==> src/rtl/rww_pkg.sv <==
// Package: shared state and command-kind encodings for the remote word writer.
// Assumes: command field positions are fixed by the command format.
package rww_pkg;
    localparam int CMD_W     = 64;
    localparam int WORD_W    = 32;
    localparam int LANES     = WORD_W / 8;
    localparam int KEEP_LSB  = 27;
    localparam int CORE_LSB  = 16;
    localparam int DATA_LSB  = 32;

    typedef enum logic [1:0] {
        ST_IDLE  = 2'd0,
        ST_READ  = 2'd1,
        ST_WRITE = 2'd2
    } rww_state_e;

    typedef enum logic {
        KIND_MAIL = 1'b0,
        KIND_ANY  = 1'b1
    } rww_kind_e;
endpackage

==> src/rtl/rww_decode.sv <==
// Module: pulls the protect mask, data, core number and address out of a command.
// Assumes: purely combinational; the caller registers what it needs.
module rww_decode
    import rww_pkg::*;
#(
    parameter int              ADDR_W    = 16,
    parameter int              CORE_W    = 10,
    parameter int              MAX_CORES = 64,
    parameter logic [15:0]     MBOX_BASE = 16'h1020
) (
    input  logic [CMD_W-1:0]   cmd,
    input  logic               kind,
    output logic [ADDR_W-1:0]  addr,
    output logic [WORD_W-1:0]  new_word,
    output logic [LANES-1:0]   keep,
    output logic [CORE_W-1:0]  core,
    output logic               core_ok
);
    localparam logic [ADDR_W-1:0] BASE_A = ADDR_W'(MBOX_BASE);

    // Field extraction from fixed positions.
    always_comb begin
        new_word = cmd[DATA_LSB +: WORD_W];
        keep     = cmd[KEEP_LSB +: LANES];
        core     = cmd[CORE_LSB +: CORE_W];
        core_ok  = (32'(core) < MAX_CORES);
    end

    // Address generation per command kind.
    always_comb begin
        if (kind == KIND_ANY)
            addr = ADDR_W'(cmd[15:0]);
        else
            addr = BASE_A + ADDR_W'({cmd[4:2], 2'b00});
    end
endmodule

==> src/rtl/rww_merge.sv <==
// Module: per-byte select between the fetched word and the new word.
// Assumes: a set keep bit protects the matching byte of the old word.
module rww_merge
    import rww_pkg::*;
(
    input  logic [WORD_W-1:0] old_word,
    input  logic [WORD_W-1:0] new_word,
    input  logic [LANES-1:0]  keep,
    output logic [WORD_W-1:0] merged
);
    for (genvar g = 0; g < LANES; g++) begin : g_lane
        // One byte lane mux.
        assign merged[8*g +: 8] = keep[g] ? old_word[8*g +: 8] : new_word[8*g +: 8];
    end
endmodule

==> src/rtl/rww_seq.sv <==
// Module: control sequence IDLE -> (READ) -> WRITE -> IDLE.
// Assumes: target holds nothing back once m_ack is seen; one access at a time.
module rww_seq
    import rww_pkg::*;
(
    input  logic clk,
    input  logic rst_n,
    input  logic cmd_valid,
    input  logic cmd_is64,
    input  logic core_ok,
    input  logic keep_any,
    input  logic m_ack,
    output logic cmd_ready,
    output logic load_cmd,
    output logic load_old,
    output logic m_req,
    output logic m_we,
    output logic drop_pulse
);
    rww_state_e state;
    logic       accept;

    // Handshake and load strobes.
    always_comb begin
        cmd_ready = (state == ST_IDLE);
        accept    = cmd_valid && cmd_ready;
        load_cmd  = accept && cmd_is64 && core_ok;
        load_old  = (state == ST_READ) && m_ack;
        m_req     = (state != ST_IDLE);
        m_we      = (state == ST_WRITE);
    end

    // State register and drop pulse.
    always_ff @(posedge clk) begin
        if (!rst_n) begin
            state      <= ST_IDLE;
            drop_pulse <= 1'b0;
        end else begin
            drop_pulse <= accept && cmd_is64 && !core_ok;
            case (state)
                ST_IDLE:  if (load_cmd) state <= keep_any ? ST_READ : ST_WRITE;
                ST_READ:  if (m_ack) state <= ST_WRITE;
                ST_WRITE: if (m_ack) state <= ST_IDLE;
                default:  state <= ST_IDLE;
            endcase
        end
    end

    // an unanswered request stays up with the same direction.
    p_req_hold_r9: assert property (@(posedge clk) disable iff (!rst_n)
        m_req && !m_ack |=> m_req && $stable(m_we));
    // idle means no request on the target side.
    p_ready_idle_r9: assert property (@(posedge clk) disable iff (!rst_n)
        cmd_ready |-> !m_req);
    // a protected command starts with a read.
    p_read_first_r2: assert property (@(posedge clk) disable iff (!rst_n)
        load_cmd && keep_any |=> m_req && !m_we);
    // an unprotected command goes straight to the write.
    p_no_read_r3: assert property (@(posedge clk) disable iff (!rst_n)
        load_cmd && !keep_any |=> m_req && m_we);
    // a drop never coincides with an access.
    p_drop_quiet_r7: assert property (@(posedge clk) disable iff (!rst_n)
        drop_pulse |-> !m_req);
endmodule

==> src/rtl/rww_top.sv <==
// Module: byte-masked remote word writer top; latches a command and runs
// the optional read, the merge and the write toward the target space.
// Assumes: one command in flight; target answers each request with m_ack.
module rww_top
    import rww_pkg::*;
#(
    parameter int          ADDR_W    = 16,
    parameter int          CORE_W    = 10,
    parameter int          MAX_CORES = 64,
    parameter logic [15:0] MBOX_BASE = 16'h1020
) (
    input  logic               clk,
    input  logic               rst_n,
    input  logic               cmd_valid,
    output logic               cmd_ready,
    input  logic               cmd_kind,
    input  logic               cmd_is64,
    input  logic [63:0]        cmd_word,
    output logic               m_req,
    output logic               m_we,
    output logic [ADDR_W-1:0]  m_addr,
    output logic [31:0]        m_wdata,
    input  logic [31:0]        m_rdata,
    input  logic               m_ack,
    output logic [CORE_W-1:0]  tgt_core,
    output logic               drop_pulse
);
    logic [ADDR_W-1:0] d_addr;
    logic [WORD_W-1:0] d_new;
    logic [LANES-1:0]  d_keep;
    logic [CORE_W-1:0] d_core;
    logic              d_core_ok;
    logic              load_cmd, load_old;

    logic [ADDR_W-1:0] r_addr;
    logic [WORD_W-1:0] r_new, r_old;
    logic [LANES-1:0]  r_keep;
    logic [CORE_W-1:0] r_core;

    rww_decode #(
        .ADDR_W(ADDR_W), .CORE_W(CORE_W),
        .MAX_CORES(MAX_CORES), .MBOX_BASE(MBOX_BASE)
    ) u_decode (
        .cmd(cmd_word), .kind(cmd_kind), .addr(d_addr), .new_word(d_new),
        .keep(d_keep), .core(d_core), .core_ok(d_core_ok)
    );

    rww_seq u_seq (
        .clk(clk), .rst_n(rst_n), .cmd_valid(cmd_valid), .cmd_is64(cmd_is64),
        .core_ok(d_core_ok), .keep_any(|d_keep), .m_ack(m_ack),
        .cmd_ready(cmd_ready), .load_cmd(load_cmd), .load_old(load_old),
        .m_req(m_req), .m_we(m_we), .drop_pulse(drop_pulse)
    );

    rww_merge u_merge (
        .old_word(r_old), .new_word(r_new), .keep(r_keep), .merged(m_wdata)
    );

    // Command payload registers, loaded on an access-causing acceptance.
    always_ff @(posedge clk) begin
        if (!rst_n) begin
            r_addr <= '0;
            r_new  <= '0;
            r_keep <= '0;
            r_core <= '0;
        end else if (load_cmd) begin
            r_addr <= d_addr;
            r_new  <= d_new;
            r_keep <= d_keep;
            r_core <= d_core;
        end
    end

    // Fetched word register, loaded when the read is acknowledged.
    always_ff @(posedge clk) begin
        if (!rst_n)        r_old <= '0;
        else if (load_old) r_old <= m_rdata;
    end

    assign m_addr   = r_addr;
    assign tgt_core = r_core;

    // address and data stay put while a request waits.
    p_addr_hold_r9: assert property (@(posedge clk) disable iff (!rst_n)
        m_req && !m_ack |=> $stable(m_addr) && $stable(m_wdata));
    // no access ever carries an out-of-range core.
    p_core_range_r7: assert property (@(posedge clk) disable iff (!rst_n)
        m_req |-> 32'(tgt_core) < MAX_CORES);
    // the core number does not move during an access.
    p_core_hold_r6: assert property (@(posedge clk) disable iff (!rst_n)
        m_req && !m_ack |=> $stable(tgt_core));
endmodule

==> config.mk <==
export PLATFORM = sky130hd
export DESIGN_NAME = rww_top
export DESIGN_NICKNAME = d
export VERILOG_FILES = /design/src/rtl/rww_pkg.sv /design/src/rtl/rww_decode.sv /design/src/rtl/rww_merge.sv /design/src/rtl/rww_seq.sv /design/src/rtl/rww_top.sv
export SDC_FILE = /design/constraint.sdc
export NUM_CORES = 1
export LEC_CHECK = 0
export ABC_AREA = 1
export CAP_MARGIN = 20
export CORE_MARGIN = 4
export CORE_UTILIZATION = 30
export CTS_BUF_LIST = sky130_fd_sc_hd__clkbuf_8 sky130_fd_sc_hd__clkbuf_16
export CTS_CLUSTER_DIAMETER = 40
export DETAILED_ROUTE_END_ITERATION = 8
export PLACE_DENSITY_LB_ADDON = 0.08
export SLEW_MARGIN = 20
export SYNTH_ARGS = -nofsm -noshare
export SYNTH_HDL_FRONTEND = slang
export SYNTH_SLANG_ARGS = --single-unit
==> constraint.sdc <==
create_clock -name clk -period 4.13 [get_ports clk]
set_clock_uncertainty 0.1 [all_clocks]
set_input_delay 1.239 -clock clk [delete_from_list [all_inputs] [get_ports clk]]
set_output_delay 1.239 -clock clk [all_outputs]
set_load 0.05 [all_outputs]
# Word-level counts from Yosys, hierarchy flattened
# Index checks and enable logic that the tools add are counted.
[word_totals]
elab_cells = 34
input_bits = 102
output_inout_bits = 62
regBits = 97
[classes]
n_mux = 10
eq_ne = 5
n_reduce_logical = 10
order_cmp = 1
add_sub_neg = 1
[ops]
columns = ["op", "n"]
rows = [
  ["$mux W8", 4],
  ["$mux W16", 1],
  ["$add A13 B5 Y14 const A", 1],
  ["$lt A10 B7 Y1 const B", 1],
  ["$mux W2", 4],
  ["$pmux W2 S3", 1],
  ["$logic_and A1 B1 Y1", 5],
  ["$ne A2 B1 Y1 const B", 2],
  ["$reduce_or A4 Y1", 1],
  ["$reduce_and A3 Y1", 1],
  ["$eq A2 B1 Y1 const B", 1],
  ["$eq A2 B2 Y1 const B", 1],
  ["$logic_not A2 Y1", 1],
  ["$ne A2 B2 Y1 const B", 1],
  ["$reduce_bool A2 Y1", 1],
  ["$logic_not A1 Y1", 1],
]

# Logic depth before layout (Yosys ltp)
# Gate-level depths: netlist of the first run.
[logic_depth]
ltp_word = 6
depth_mapped = 8
mapped_depth_nobuf = 6

# By module
# A second synthesis of the first run with hierarchy kept.
[hier_totals]
cells_unflattened = 813
hier_area_um2 = 4957.3
[modules_own_cells]
columns = ["module", "seq_area_each_um2", "area_each_um2", "cells_each", "instances"]
rows = [
  ["rww_top", 1881.8, 3852.4, 596, 1],
  ["rww_decode", 0.0, 503.0, 83, 1],
  ["rww_merge", 0.0, 420.4, 104, 1],
  ["rww_seq", 60.1, 181.4, 30, 1],
]

# Worst setup path after synthesis of the first run
# OpenSTA, ideal clock, no wires.
[synth_timing]
kind = "register -> output"
start = "register r_keep[0]"
end = "output m_wdata[5]"
path_stages_with_launch = 5
required_ps = 2791
setup_slack_ps = 1156
path_buffers = 2
t_arrival_ps = 1635
path_cell_list = "dfxtp_1 > clkbuf_1 > clkbuf_1 > nor2_1 > a21oi_1"
[synth_via]
elab_chain_cells = 1
[synth_rtl]
columns = ["item", "line", "rtl"]
rows = [
  ["start, declared", "rww_top.sv:37", "logic [LANES-1:0] r_keep;"],
  ["start signal, assigned", "rww_top.sv:69", "r_keep <= d_keep;"],
  ["$mux W8", "rww_merge.sv:13", "assign merged[8*g +: 8] = keep[g] ? old_word[8*g +: 8] : new_word[8*g +: 8];"],
  ["end, declared", "rww_top.sv:22", "output logic [31:0] m_wdata,"],
]
# Every way passes these cells.

# Worst setup path in the final report of the first run
[layout_timing]
start = "register r_keep[1]"
end = "output m_wdata[13]"
# The elaborated chain is that of the path after synthesis.

==> results of run 1 <==
cells in the mapped netlist:
library cell / number / share of area, %
nor3_1: 1 / 0.13
inv_1: 38 / 3.8
dfxtp_1: 97 / 52
nand3_1: 15 / 2.0
clkbuf_1: 27 / 2.7
buf_2: 7 / 0.93
o21bai_1: 1 / 0.20
nor2_4: 2 / 0.60
nand2_1: 22 / 2.2
nor2_1: 134 / 13
nand3_2: 1 / 0.27
buf_6: 3 / 0.90
inv_2: 1 / 0.10
o21ai_0: 79 / 11
a21oi_1: 80 / 11
power breakdown:
group | internal [uW] | switching, uW
clock | 409 | 326
combinational | 116 | 102
sequential | 950 | 7.65
total | 1480 | 436
flip-flops by register name (all words and copies together), names as in the netlist:
| register | cells |
|---|---|
| r_old | 32 |
| u_seq.state | 2 |
| tgt_core | 10 |
| u_seq.drop_pulse | 1 |
| m_addr | 16 |
| r_keep | 4 |
| r_new | 32 |
through the flow:
| step | cells | worst slack, ps | area, sq um |
|---|---|---|---|
| after floorplan | 508 | 1156 | 3760 |
| after global routing | 817 | 447.7 | 5693 |
| after CTS | 817 | 603.3 | 5693 |
| after detailed placement | 804 | 966.2 | 5441 |
| after global placement | 804 | 990.2 | 5441 |
| final | 817 | 573.8 | 5693 |
worst max-delay path: stages (launching register included):
cell and delay [ps]:
dfxtp_1 720, nor2_1 80, a21oi_1 230, clkdlybuf4s50_1 850
final timing paths:
| check | start | end |
|---|---|---|
| setup / recovery | r_keep[1] | m_wdata[13] |
| hold / removal | tgt_core[9] | tgt_core[9] |
| setup reg to reg | u_seq.state[0] | r_new[3] |
| hold reg to reg | tgt_core[9] | tgt_core[9] |
cell type report:
| cell class | instances | area (sq um) | area share [%] |
|---|---|---|---|
| sequential | 97 | 1942 | 34.11 |
| clock buffer | 10 | 239.0 | 4.198 |
| inverter | 39 | 146.4 | 2.571 |
| timing repair buffer | 165 | 1637 | 28.75 |
| multi-input combinational | 335 | 1506 | 26.46 |
| tap | 168 | 210.2 | 3.692 |
| clock inverter | 3 | 12.51 | 0.2198 |
layer usage:
metal  vias to the layer above  GRT usage (%)  part of all wire (%)
li1                       1916              -                     -
met1                      1672          18.21                    44
met2                       131          25.64                    45
met3                        21          5.891                   8.2
met4                         0          7.516                   2.6
met5                         -              0                     0
placed cells by master, fill, tap and decap left out, drive strengths merged:
cell           count
clkdlybuf4s50    160
nor2             136
dfxtp             97
a21oi             80
o21ai             79
inv               41
nand2             22
nand3             16
clkbuf            10
buf                5
o21bai             1
nor3               1
clkinv             1
kinds of logic after synthesis:
group | count (synthesis) | share of synthesized area (%)
compound gates | 160 | 21.36
flops | 97 | 51.65
simple gates | 175 | 18.57
buf+inv | 76 | 8.419
==> results.txt, run 1 <==
----------------------------------------------------
[Clocking]
  TritonCTS clock tree ... yes
  Buffers from clock root to sink, at most ... 2
  PostCTS Resize Cnt ... 0
  Number of clock sinks ... 97
  CTS H-tree depth ... 3
  CTS Hold Buffers Added ... 0
  Number of buffers created by CTS ... 9
  Post-CTS clock slew at the launch and capture registers of the worst setup and hold paths ... 60 ps
  Post-CTS Setup Repair Bufs ... 0
  Root buffer cell ... clkbuf_16
  Clk Latency, worst-skew pair ... 330 ps

[Hold path]
  Worst hold-check path type ... reg -> reg
  Number of cells on the worst hold path ... 2

[Power]
  Final Total Pwr ... 1911 uW
  Total power per unit cell area ... 335.7 mW/mm^2
  Peak VDD IR ... 0.0001581 V
  Leakage power of the design ... 0.002152 uW

[STA]
  Hold Vio Cnt, Final ... 0
  Count of endpoints failing setup in the final report ... 0
  Fin. max-slew vios ... 0
  RSZ-0062 raised after global routing ... no
  Final critical path time including I/O delays and setup ... ~3600 ps
  Total Neg Setup Slack ... 0 ps
  Highest clock rate ... 281.2 MHz
  Worst max-slew margin expressed relative to the limit ... 57.63%
  Minimum hold slack ... 330.2 ps
  Actual slew at the worst max-slew pin ... between 600 and 700 ps
  Period utilisation layout ... ~86%

[Global routing]
  GRT overflow ... 0
  Wire length of the first global-routing pass ... 18150 microns
  Largest net degree at the start of global routing ... 65
  Initial antenna violation count ... 0
  Via count of the first global-routing pass ... 3844
  Global-route total usage across every layer ... 15.74%

[Route]
  Drt via density ... around 4.6
  Number of remaining DRC errors ... 0
  Antenna violation net count after detailed routing ... 0
  Routed wirelength normalized by instance count ... between 10 and 15 microns
  Detailed-route wire length ... 11110 microns
  Number of vias after detailed routing ... between 3000 and 4000
  1st-pass router iterations ... 4
  Initial drt markers ... 216

[Cells and area]
  Layout cells sized above 1 ... roughly 3.2%
  Relative area change from synthesis to final layout ... 51.41%
  Nets ... about 750
  Layout fillers ... 1273
  Final core occ ... 46.81%
  Number of diodes added for antenna fixing ... 0

[Logic synthesis]
  Sequential element share of the synthesized area ... about half
  Syn Inst Count ... approximately 500
  Post-synthesis cell type count ... 15
  Average footprint of a synthesized cell ... 7.401 sq um
  Post-synth design cell area ... 0.003760 sq mm
  Yosys reg bits ... 97
  Number of warnings issued by yosys ... 0
  Synth Net Count ... 610

[Worst setup path]
  Type of element launching the critical path ... flop
  Element type at the critical path end ... output pin
  CP Data Required Time ... 2790 ps
  Crit path DAT ... 2220 ps
  Category of the most critical setup path ... reg -> out
  Count of cells along the worst register-to-register path ... 7
  Minimum setup slack among reg-to-reg paths ... 2320 ps
  Top fanout value on the critical path ... 17

[Die]
  Rows ... 40
  Initial core utilization ... 30.92%
  Area of the die ... 0.01439 sq mm
  Boundary Pins ... 164
  Die width ... 120.0 microns
  Die Ht ... 120.0 microns
  Core outline area ... ~0.012 sq mm

[Run status]
  Result of the run ... completed

[Placed design]
  HPWL after DPL ... 7420 microns
  Gp weighted congestion ... 0.7645
  Number of port buffers ... 161

[Job]
  Max-cap violations ... 0

----------------------------------------------------
Power figures use the tool's default switching activity.
==> run 2: changes to the inputs <==
--- a/config.mk
+++ b/config.mk
@@ -12,7 +12,7 @@
 export CTS_BUF_LIST = sky130_fd_sc_hd__clkbuf_8 sky130_fd_sc_hd__clkbuf_16
 export CTS_CLUSTER_DIAMETER = 40
 export DETAILED_ROUTE_END_ITERATION = 8
-export PLACE_DENSITY_LB_ADDON = 0.08
+export PLACE_DENSITY = 0.67
 export SLEW_MARGIN = 20
 export SYNTH_ARGS = -nofsm -noshare
 export SYNTH_HDL_FRONTEND = slang
==> results.txt, run 2 (synthesized netlist as in run 1, its figures left out) <==
----------------------------------------------------
[Run status]
  Result of the run ... completed

[Route]
  1st-pass router iterations ... 6 (+2)
  Number of vias after detailed routing ... 3741 (+0.027%)
  Drt via density ... 4.551 (-0.58%)
  Antenna violation net count after detailed routing ... 0 (unchanged)
  Detailed-route wire length ... 11200 microns (+0.73%)
  Initial drt markers ... 230 (+6.5%)
  Routed wirelength normalized by instance count ... 13.62 microns (+0.12%)
  Number of remaining DRC errors ... 0 (unchanged)

[Clocking]
  Post-CTS Setup Repair Bufs ... 0 (unchanged)
  Post-CTS clock slew at the launch and capture registers of the worst setup and hold paths ... 60 ps (about the same)
  Number of buffers created by CTS ... 9 (unchanged)
  Root buffer cell ... clkbuf_16
  PostCTS Resize Cnt ... 0 (unchanged)
  Clk Latency, worst-skew pair ... 340 ps (about the same)
  CTS Hold Buffers Added ... 0 (unchanged)
  CTS H-tree depth ... 3 (unchanged)
  TritonCTS clock tree ... yes
  Number of clock sinks ... 97 (unchanged)
  Buffers from clock root to sink, at most ... 2 (unchanged)

[Worst setup path]
  CP Data Required Time ... 2790 ps (about the same)
  Crit path cell chain ... nor2_1, a21oi_1, clkdlybuf4s50_1
  Element type at the critical path end ... output pin
  Slowest stage cell, crit path ... clkdlybuf4s50_1
  Minimum setup slack among reg-to-reg paths ... 2270 ps (-50 ps)
  Timing startpoint of the critical path ... r_keep[0]
  Top fanout value on the critical path ... 17 (unchanged)
  Stage delay of the slowest cell on the critical path ... 850 ps (about the same)
  FF-to-FF End ... m_addr[0]
  Type of element launching the critical path ... flop
  Crit path DAT ... 2140 ps (-80 ps)
  End of the critical path ... m_wdata[0]
  Category of the most critical setup path ... reg -> out
  Count of cells along the worst register-to-register path ... 7 (unchanged)
  Startpoint of the lowest-slack register-to-register path ... u_seq.state[0]

[Die]
  Die Ht ... 120.0 microns (unchanged)
  Core outline area ... 0.01216 sq mm (unchanged)
  Initial core utilization ... 30.92% (unchanged)
  Rows ... 40 (unchanged)
  Boundary Pins ... 164 (unchanged)
  Area of the die ... 0.01439 sq mm (unchanged)
  Die width ... 120.0 microns (unchanged)

[Global routing]
  Wire length of the first global-routing pass ... 18180 microns (+0.15%)
  M1 GR Usage ... 18.46% (+0.25 points)
  Initial antenna violation count ... 0 (unchanged)
  GRT overflow ... 0 (unchanged)
  M2 GR Usage ... 25.29% (-0.35 points)
  Routing usage on met3 ... 5.985% (+0.094 points)
  Via count of the first global-routing pass ... 3735 (-2.8%)
  Global-route total usage across every layer ... 15.52% (-0.22 points)
  Largest net degree at the start of global routing ... 63 (-3.1%)
  Most congested layer reported by global routing ... met2

[Placed design]
  Post-detailed-placement cell area ... 0.005456 sq mm (+0.28%)
  HPWL after DPL ... 7893 microns (+6.4%)
  Number of port buffers ... 161 (unchanged)
  Setup WS pre-CTS ... 892.9 ps (-73.28 ps)
  Gp weighted congestion ... 0.7647 (about the same)

[Cells and area]
  Most common cell after layout, fill and taps aside ... clkdlybuf4s50_1
  Nets ... 751 (+0.27%)
  Number of diodes added for antenna fixing ... 0 (unchanged)
  Layout cells sized above 1 ... 4.128% (+0.89 points)
  Commonest cells after routing, fill and taps aside ... clkdlybuf4s50_1, nor2_1, dfxtp_1
  Relative area change from synthesis to final layout ... 53.68%
  Final core occ ... 47.51% (+0.70 points)
  Finished layout cell area ... 0.005778 sq mm (+1.5%)

[STA]
  Setup slack after layout ... 655.6 ps (+81.79 ps)
  Period utilisation layout ... 84.13% (-2.0 points)
  Hold Vio Cnt, Final ... 0 (unchanged)
  Count of endpoints failing setup in the final report ... 0 (unchanged)
  RSZ-0062 raised after global routing ... no
  Final critical path time including I/O delays and setup ... 3474 ps (-81.79 ps)
  Highest clock rate ... 287.8 MHz (+2.4%)
  Fin. max-slew vios ... 0 (unchanged)
  Total Neg Setup Slack ... 0 ps (unchanged)
  Worst max-slew margin expressed relative to the limit ... 48.23% (-9.4 points)
  Actual slew at the worst max-slew pin ... 776.6 ps (+141.1 ps)

[Power]
  Switching portion of total power ... 22.23% (-0.59 points)
  Internal portion of total power ... 1610 uW (+9.2%)
  Total power per unit cell area ... 358.3 mW/mm^2 (+6.7%)
  Switching power ... 460.2 uW (+5.5%)
  Peak VDD IR ... 0.0002151 V (+36%)
  Clock network power share ... 43.1% (+4.6 points)
  Leakage power of the design ... 0.002191 uW (+1.8%)
  Relative contribution of sequential cells to total power ... 46.2% (-3.9 points)
  Part of the total power dissipated in combinational logic ... 10.7% (-0.7 points)

[Hold path]
  Worst hold-check path type ... reg -> reg

[Job]
  Max-cap violations ... 0 (unchanged)

----------------------------------------------------
[run 2: changes by cell type in the layout (fill, tap and decap cells not counted), sizes merged]
cell    change
inv         -1
clkinv      +2
buf         +2
bufinv      +2
[run 2: area by class of cell]
cell class / count / area, sq um
Fill cell: 1210 / 6384
Sequential cell: 97 / 1942
Timing Repair Buffer: 167 / 1652
Multi-Input combinational cell: 335 / 1506
Clock buffer: 10 / 239.0
Tap cell: 168 / 210.2
Inverter: 39 / 146.4
Clock inverter: 6 / 82.58
[run 2: power by group through the flow]
stage / combinational (uW) / clock [uW] / sequential [uW]
after global routing: 238 / 958 / 958
after detailed placement: 221 / 0 / 979
final: 221 / 892 / 957
after floorplan: 84.8 / 0 / 983
after global placement: 219 / 0 / 978
after CTS: 223 / 925 / 957
[run 2: worst min path at each step]
stage / cells after the start / slack (ps) / to / startpoint
global route: 2 / 350 / tgt_core[9] / tgt_core[9]
floorplan: 2 / 330 / r_old[24] / r_old[24]
finish: 2 / 330 / tgt_core[6] / tgt_core[6]
CTS: 2 / 340 / tgt_core[6] / tgt_core[6]
detailed placement: 2 / 330 / tgt_core[9] / tgt_core[9]
global placement: 2 / 320 / tgt_core[9] / tgt_core[9]
[run 2: metal layers]
layer  part of all wire (%)  vias to the layer above  wire length (microns)
li1                       -                     1923                      -
met2                     47                      121                   5276
met1                     42                     1681                   4724
met4                    1.6                        0                    179
met3                    9.1                       16                   1015
met5                      0                        -                      0
[run 2: worst max-delay path, delay by kind of cell (launching register included)]
kind / cells / cell delay (ps)
AOI/OAI and AO/OA: 1 / 160
and+or+nand+nor: 1 / 100
DFF: 1 / 690
buffers and inverters: 1 / 850
[run 2: through the flow]
stage / std cells / total power (uW) / hold slack (ps)
detailed placement: 806 / 1200 / 325.8
floorplan: 508 / 1068 / 329.7
finish: 822 / 2070 / 333.6
global placement: 806 / 1197 / 320.8
CTS: 822 / 2105 / 335.8
global route: 822 / 2155 / 353.5
